$ cat config.mk
export PLATFORM = sky130hd
export DESIGN_NAME = lazy_pred_table
export DESIGN_NICKNAME = d
export VERILOG_FILES = /design/src/rtl/lazy_pred_pkg.sv /design/src/rtl/lp_pc_split.sv /design/src/rtl/lp_store.sv /design/src/rtl/lp_train.sv /design/src/rtl/lazy_pred_table.sv
export SDC_FILE = /design/constraint.sdc
export NUM_CORES = 2
export LEC_CHECK = 0
export BUFFER_PORTS_ARGS = -buffer_cell sky130_fd_sc_hd__buf_4
export CAP_MARGIN = 20
export CORE_ASPECT_RATIO = 0.5
export CORE_UTILIZATION = 45
export CTS_CLUSTER_SIZE = 14
export DETAILED_ROUTE_END_ITERATION = 8
export SKIP_CTS_REPAIR_TIMING = 1
export SKIP_LAST_GASP = 1
export SLEW_MARGIN = 30
export SYNTH_ARGS = -nofsm -noshare
export SYNTH_HDL_FRONTEND = slang
export SYNTH_SLANG_ARGS = --single-unit
$ cat constraint.sdc
create_clock -name clk -period 13.3 [get_ports clk]
set_clock_uncertainty 0.2 [all_clocks]
set_input_delay 1.33 -clock clk [delete_from_list [all_inputs] [get_ports clk]]
set_output_delay 1.33 -clock clk [all_outputs]
set_load 0.01 [all_outputs]
$ cat src/rtl/lazy_pred_pkg.sv
package lazy_pred_pkg;
  typedef enum logic [1:0] {
    ACT_KEEP  = 2'd0,
    ACT_ALLOC = 2'd1,
    ACT_BUMP  = 2'd2,
    ACT_DROP  = 2'd3
  } lp_act_e;
endpackage

$ cat src/rtl/lp_pc_split.sv
module lp_pc_split #(
  parameter int PC_W  = 32,
  parameter int OFS_W = 2,
  parameter int IDX_W = 6,
  localparam int TAG_W = PC_W - IDX_W - OFS_W
) (
  input  logic [PC_W-1:0]  pc,
  output logic [IDX_W-1:0] idx,
  output logic [TAG_W-1:0] tag,
  output logic [OFS_W-1:0] ofs
);
  assign ofs = pc[OFS_W-1:0];
  assign idx = pc[OFS_W +: IDX_W];
  assign tag = pc[PC_W-1 -: TAG_W];
endmodule

$ cat src/rtl/lp_store.sv
module lp_store #(
  parameter int IDX_W = 6,
  parameter int TAG_W = 24,
  parameter int CNT_W = 2,
  localparam int ENTRIES = 1 << IDX_W
) (
  input  logic             clk,
  input  logic             rst,
  input  logic [IDX_W-1:0] rd_idx,
  output logic             rd_vld,
  output logic [TAG_W-1:0] rd_tag,
  output logic [CNT_W-1:0] rd_cnt,
  input  logic [IDX_W-1:0] up_idx,
  output logic             up_vld,
  output logic [TAG_W-1:0] up_tag,
  output logic [CNT_W-1:0] up_cnt,
  input  logic             wr_en,
  input  logic [IDX_W-1:0] wr_idx,
  input  logic             wr_vld,
  input  logic [TAG_W-1:0] wr_tag,
  input  logic [CNT_W-1:0] wr_cnt
);
  logic             vld_q [ENTRIES];
  logic [TAG_W-1:0] tag_q [ENTRIES];
  logic [CNT_W-1:0] cnt_q [ENTRIES];

  for (genvar e = 0; e < ENTRIES; e++) begin : g_slot
    logic hit_wr;
    assign hit_wr = wr_en && (wr_idx == IDX_W'(e));

    always_ff @(posedge clk) begin
      if (rst)         vld_q[e] <= 1'b0;
      else if (hit_wr) vld_q[e] <= wr_vld;
    end

    always_ff @(posedge clk) begin
      if (hit_wr) begin
        tag_q[e] <= wr_tag;
        cnt_q[e] <= wr_cnt;
      end
    end
  end

  assign rd_vld = vld_q[rd_idx];
  assign rd_tag = tag_q[rd_idx];
  assign rd_cnt = cnt_q[rd_idx];
  assign up_vld = vld_q[up_idx];
  assign up_tag = tag_q[up_idx];
  assign up_cnt = cnt_q[up_idx];


  live_cnt_nonzero_chk: assert property (@(posedge clk) disable iff (rst)
    (wr_en && wr_vld) |-> (wr_cnt != '0));
endmodule

$ cat src/rtl/lp_train.sv
module lp_train
  import lazy_pred_pkg::*;
#(
  parameter int TAG_W      = 24,
  parameter int CNT_W      = 2,
  parameter int DELAY_W    = 8,
  parameter int LAZY_LIMIT = 10,
  localparam logic [CNT_W-1:0] CNT_TOP = '1
) (
  input  logic               clk,
  input  logic               rst,
  input  logic               upd_fire,
  input  logic [DELAY_W-1:0] upd_delay,
  input  logic [TAG_W-1:0]   upd_tag,
  input  logic               up_vld,
  input  logic [TAG_W-1:0]   up_tag,
  input  logic [CNT_W-1:0]   up_cnt,
  output logic               wr_en,
  output logic               wr_vld,
  output logic [TAG_W-1:0]   wr_tag,
  output logic [CNT_W-1:0]   wr_cnt
);
  logic    is_lazy;
  logic    slot_hit;
  lp_act_e act;

  assign is_lazy  = upd_delay > DELAY_W'(LAZY_LIMIT);
  assign slot_hit = up_vld && (up_tag == upd_tag);

  always_comb begin
    act = ACT_KEEP;
    if (upd_fire) begin
      if (is_lazy) act = slot_hit ? ACT_BUMP : ACT_ALLOC;
      else if (slot_hit) act = ACT_DROP;
    end
  end

  always_comb begin
    wr_en  = 1'b0;
    wr_vld = 1'b0;
    wr_tag = upd_tag;
    wr_cnt = up_cnt;
    unique case (act)
      ACT_ALLOC: begin
        wr_en  = 1'b1;
        wr_vld = 1'b1;
        wr_cnt = CNT_W'(1);
      end
      ACT_BUMP: begin
        wr_en  = 1'b1;
        wr_vld = 1'b1;
        wr_cnt = (up_cnt == CNT_TOP) ? up_cnt : up_cnt + CNT_W'(1);
      end
      ACT_DROP: begin
        wr_en  = 1'b1;
        wr_vld = 1'b0;
      end
      default: ;
    endcase
  end


  alloc_new_chk: assert property (@(posedge clk) disable iff (rst)
    (upd_fire && is_lazy && !slot_hit) |-> (wr_en && wr_vld && wr_cnt == CNT_W'(1)));

  drop_on_fast_chk: assert property (@(posedge clk) disable iff (rst)
    (upd_fire && !is_lazy && slot_hit) |-> (wr_en && !wr_vld));

  fast_miss_quiet_chk: assert property (@(posedge clk) disable iff (rst)
    (upd_fire && !is_lazy && !slot_hit) |-> !wr_en);

  bump_monotone_chk: assert property (@(posedge clk) disable iff (rst)
    (upd_fire && is_lazy && slot_hit) |-> (wr_cnt >= up_cnt && wr_cnt != '0));
endmodule

$ cat src/rtl/lazy_pred_table.sv
module lazy_pred_table #(
  parameter int PC_W       = 32,
  parameter int OFS_W      = 2,
  parameter int IDX_W      = 6,
  parameter int CNT_W      = 2,
  parameter int DELAY_W    = 8,
  parameter int LAZY_LIMIT = 10,
  localparam int TAG_W = PC_W - IDX_W - OFS_W,
  localparam logic [CNT_W-1:0] CNT_TOP = '1
) (
  input  logic               clk,
  input  logic               rst,
  input  logic               lk_valid,
  output logic               lk_ready,
  input  logic [PC_W-1:0]    lk_pc,
  output logic               rsp_valid,
  input  logic               rsp_ready,
  output logic               rsp_lazy,
  input  logic               upd_valid,
  output logic               upd_ready,
  input  logic [PC_W-1:0]    upd_pc,
  input  logic [DELAY_W-1:0] upd_delay
);
  logic [IDX_W-1:0] lk_idx, up_idx;
  logic [TAG_W-1:0] lk_tag, up_tag_in;
  logic [OFS_W-1:0] lk_ofs, up_ofs;
  logic             unused_ofs;

  logic             rd_vld, up_vld;
  logic [TAG_W-1:0] rd_tag, up_tag;
  logic [CNT_W-1:0] rd_cnt, up_cnt;

  logic             wr_en, wr_vld;
  logic [TAG_W-1:0] wr_tag;
  logic [CNT_W-1:0] wr_cnt;

  logic lk_fire, upd_fire, pred_now;
  logic rsp_valid_q, rsp_lazy_q;

  lp_pc_split #(.PC_W(PC_W), .OFS_W(OFS_W), .IDX_W(IDX_W)) u_lk_split (
    .pc(lk_pc), .idx(lk_idx), .tag(lk_tag), .ofs(lk_ofs));

  lp_pc_split #(.PC_W(PC_W), .OFS_W(OFS_W), .IDX_W(IDX_W)) u_up_split (
    .pc(upd_pc), .idx(up_idx), .tag(up_tag_in), .ofs(up_ofs));

  assign unused_ofs = ^{lk_ofs, up_ofs};

  lp_store #(.IDX_W(IDX_W), .TAG_W(TAG_W), .CNT_W(CNT_W)) u_store (
    .clk(clk), .rst(rst),
    .rd_idx(lk_idx), .rd_vld(rd_vld), .rd_tag(rd_tag), .rd_cnt(rd_cnt),
    .up_idx(up_idx), .up_vld(up_vld), .up_tag(up_tag), .up_cnt(up_cnt),
    .wr_en(wr_en), .wr_idx(up_idx), .wr_vld(wr_vld), .wr_tag(wr_tag), .wr_cnt(wr_cnt));

  lp_train #(.TAG_W(TAG_W), .CNT_W(CNT_W), .DELAY_W(DELAY_W), .LAZY_LIMIT(LAZY_LIMIT)) u_train (
    .clk(clk), .rst(rst),
    .upd_fire(upd_fire), .upd_delay(upd_delay), .upd_tag(up_tag_in),
    .up_vld(up_vld), .up_tag(up_tag), .up_cnt(up_cnt),
    .wr_en(wr_en), .wr_vld(wr_vld), .wr_tag(wr_tag), .wr_cnt(wr_cnt));

  assign upd_ready = 1'b1;
  assign upd_fire  = upd_valid && upd_ready;
  assign lk_ready  = !rsp_valid_q || rsp_ready;
  assign lk_fire   = lk_valid && lk_ready;
  assign pred_now  = rd_vld && (rd_tag == lk_tag) && (rd_cnt == CNT_TOP);

  always_ff @(posedge clk) begin
    if (rst)            rsp_valid_q <= 1'b0;
    else if (lk_fire)   rsp_valid_q <= 1'b1;
    else if (rsp_ready) rsp_valid_q <= 1'b0;
  end

  always_ff @(posedge clk) begin
    if (rst)          rsp_lazy_q <= 1'b0;
    else if (lk_fire) rsp_lazy_q <= pred_now;
  end

  assign rsp_valid = rsp_valid_q;
  assign rsp_lazy  = rsp_lazy_q;


  rsp_hold_chk: assert property (@(posedge clk) disable iff (rst)
    (rsp_valid && !rsp_ready) |=> (rsp_valid && $stable(rsp_lazy)));

  rsp_follows_chk: assert property (@(posedge clk) disable iff (rst)
    (lk_valid && lk_ready) |=> rsp_valid);

  no_accept_stalled_chk: assert property (@(posedge clk) disable iff (rst)
    (rsp_valid && !rsp_ready) |-> !lk_ready);
endmodule

==> metrics <==
outcome=finished clean; Final Util=50.49%; critical path class=in2reg; initial antenna violation count=18; Clock Path Buffers=4; flops & latches, synth=1730; total power divided by cell area=129.0 nW/um^2; sequential standard cell area=51930 um^2; TritonCTS clock tree=done; routed vias=49630; Final Hold Vio Count=0; all-layer global routing usage=31.98%; antenna viol nets, final=0; die width=605.2 um; synthesized net count=4311; GRT Residual Overflow=0; first-pass GRT wire length=400700 um; root buf cell=clkbuf_16; Placed Cells=6559; row cnt=110; leakage power=28.65 nW; Netlist Area Pre-Place=81870 um^2; Critical Path AT=9.08 ns; leading area contributor after synthesis=edfxtp_1; Final period util=66.45%; min Tclk post-route=8.838 ns; asr flop ratio synth=0%; FMAX=0.1132 GHz; Slew HR=27.80%; post-synthesis adder-cell area fraction=0.04585%; yosys warns=0; Crit path required time=13.54 ns; Crit-path slowest cell=or3_2; Worst-path clk slew=0.07 ns; Setup Viol. Count Final=0; Compound-Gate Fraction of Synth Area=3.393%; Vert. Die Dim=303.6 um; Hold Crit Class=reg2reg; fill count=14480; Post-synth top flop=edfxtp_1; DRT iter0 DRCs=9121; area of the core=180300 um^2; # port buffers=75; Design Power=11.75 mW; DR vias/cell=7.237; XOR/XNOR share of the synthesized area=0.6953%; synthesized-area fraction occupied by and/or/nand/nor cells=3.202%; Final GP Congestion=0.9293; Max Slew Vio Count=0; Mapped Cells=4231; RSZ-0062 raised after global routing=no; Post-synth EDFFs=1728; Clk Latency, worst-skew pair=0.83 ns; Slowest Stage Delay on Critical Path=0.92 ns; worst slew pin tran=1.053 ns; First-pass DRT Iterations=8; largest net degree at the start of global routing=102; number of max-cap violations=0; number of global-route vias before repair=48240; dpl hpwl=181900 um; H-tree depth=4; Net count, final=4407; Multi-input gate area=28680 um^2; Final Non-Filler Cells=6858; top-area cell type share of the netlist area=63.38%; most used cell, CP=buf_4; register area share after synthesis=63.43%; crit path max fanout=40; mean area per synthesized cell=19.35 um^2; share of cells above drive strength 1=33.23%; synth unique cells=65; number of buffers created by CTS=170; mux share of post-synthesis cell area=27.10%; area growth from synthesis to layout=11.19%; CP endpoint kind=register; Ports=81; Post-Route WL=294400 um; Worst R2R Setup Slack=5.88 ns; CP Launch Type=input port; DRC=0; Die ar.=183800 um^2; Synth area leaders=edfxtp_1 (63%), mux4_2 (23%), mux2i_1 (3.3%); Initial Util=45.41%; largest family of logic cells by synthesized area=multiplexers; Max VDD drop=0.09987 mV; DR WL/cell=42.92 um; critical path, cell by cell=buf_8 > buf_4 > and2_2 > buf_4 > a22oi_1 > nand3_1 > nand4_1 > xnor2_1 > nand4_1 > o21ai_0 > nor4b_1 > buf_4 > a21o_1 > nand3_1 > ha_1 > or3_2 > nor2_4 > buf_4; Clock Sinks=1730; final setup TNS=0 ns
path summary, 6_finish.rpt:
path	from	endpoint	depth (start not counted)
worst max register to register	u_store.tag_q[10][7]	u_store.tag_q[2][0]	15
worst min-delay path	rsp_valid	rsp_valid	2
worst max-delay path	upd_pc[2]	u_store.tag_q[2][0]	18
worst min register to register	rsp_valid	rsp_valid	2
power by group:
part,switching [mW],internal [mW]
Sequential,0.0204,6.05
Clock,2.09,2.44
Combinational,0.708,0.437
cell usage in the layout (no fill, tap or decap), drive strengths merged, types with 65 or more instances in the layout:
cell,netlist,final
clkinv,0,65
nor2,107,107
a22oi,112,112
buf,220,250
edfxtp,1728,1728
nand2,110,110
clkbuf,107,219
nand3,74,74
mux2i,273,273
mux4,849,849
sequential cells by signal (all words and copies together) (netlist names):
register / count
u_store.tag_q: 1536
u_store.cnt_q: 128
u_store.vld_q: 64
rsp_lazy: 1
rsp_valid: 1
stage by stage:
stage	setup WS, ns	cell area [um^2]	hold slack (ns)
2_1_floorplan	5.906	81870	0.2969
3_3_place_gp	3.678	85670	0.3164
3_5_place_dp	3.747	85980	0.3422
4_1_cts	4.580	90890	0.3529
5_1_grt	4.205	91030	0.3786
6_report	4.462	91040	0.3457
critical path: cells and delay by family:
kind,cells,cell delay (ns)
XOR/XNOR,1,0.30
AO/OA/AOI/OAI,3,1.08
buffers and inverters,5,2.27
adder cells (fa/ha/maj),1,0.40
AND/OR/NAND/NOR,8,3.50
synthesized netlist by cell type (18+ instances only):
cell / instances
o211ai_1: 22
a21oi_1: 41
buf_2: 121
a221oi_1: 25
a22oi_1: 112
or2_2: 50
nand3_1: 74
o22ai_1: 27
nand4_1: 18
mux2i_1: 273
nor3_1: 63
xor2_1: 26
inv_1: 34
mux4_2: 849
nand2_1: 110
nor2b_1: 27
buf_4: 49
a22o_1: 24
xnor2_1: 39
edfxtp_1: 1728
nand2b_1: 30
a211oi_1: 20
clkbuf_1: 107
mux2_2: 30
o21ai_0: 52
buf_1: 43
nor2_1: 107
cells by family after synthesis:
family,Yosys count
simple gates,528
flops,1730
xor+xnor,65
mux,1152
other cells,1
buf+inv,361
fa+ha+maj,3
compound gates,391
routing by layer:
metal  up-vias  GRT usage, %  part of all wire [%]
met5         -             0                 0.025
met4        12         13.11                   4.8
met3       666         10.19                    14
met2      3897         45.05                    43
met1     26690         46.09                    38
li1      18370             -                     -
layout make-up:
type                    count  area share, %
repair buffers            251          2.587
flip-flops and latches   1730          57.04
well taps                2408          3.310
diodes                      5        0.01374
inverters                  34         0.1402
clock buffers             218          4.940
multi-input cells        2140          31.51
clock inverters            72         0.4604
(Power assumes the default switching activity.)
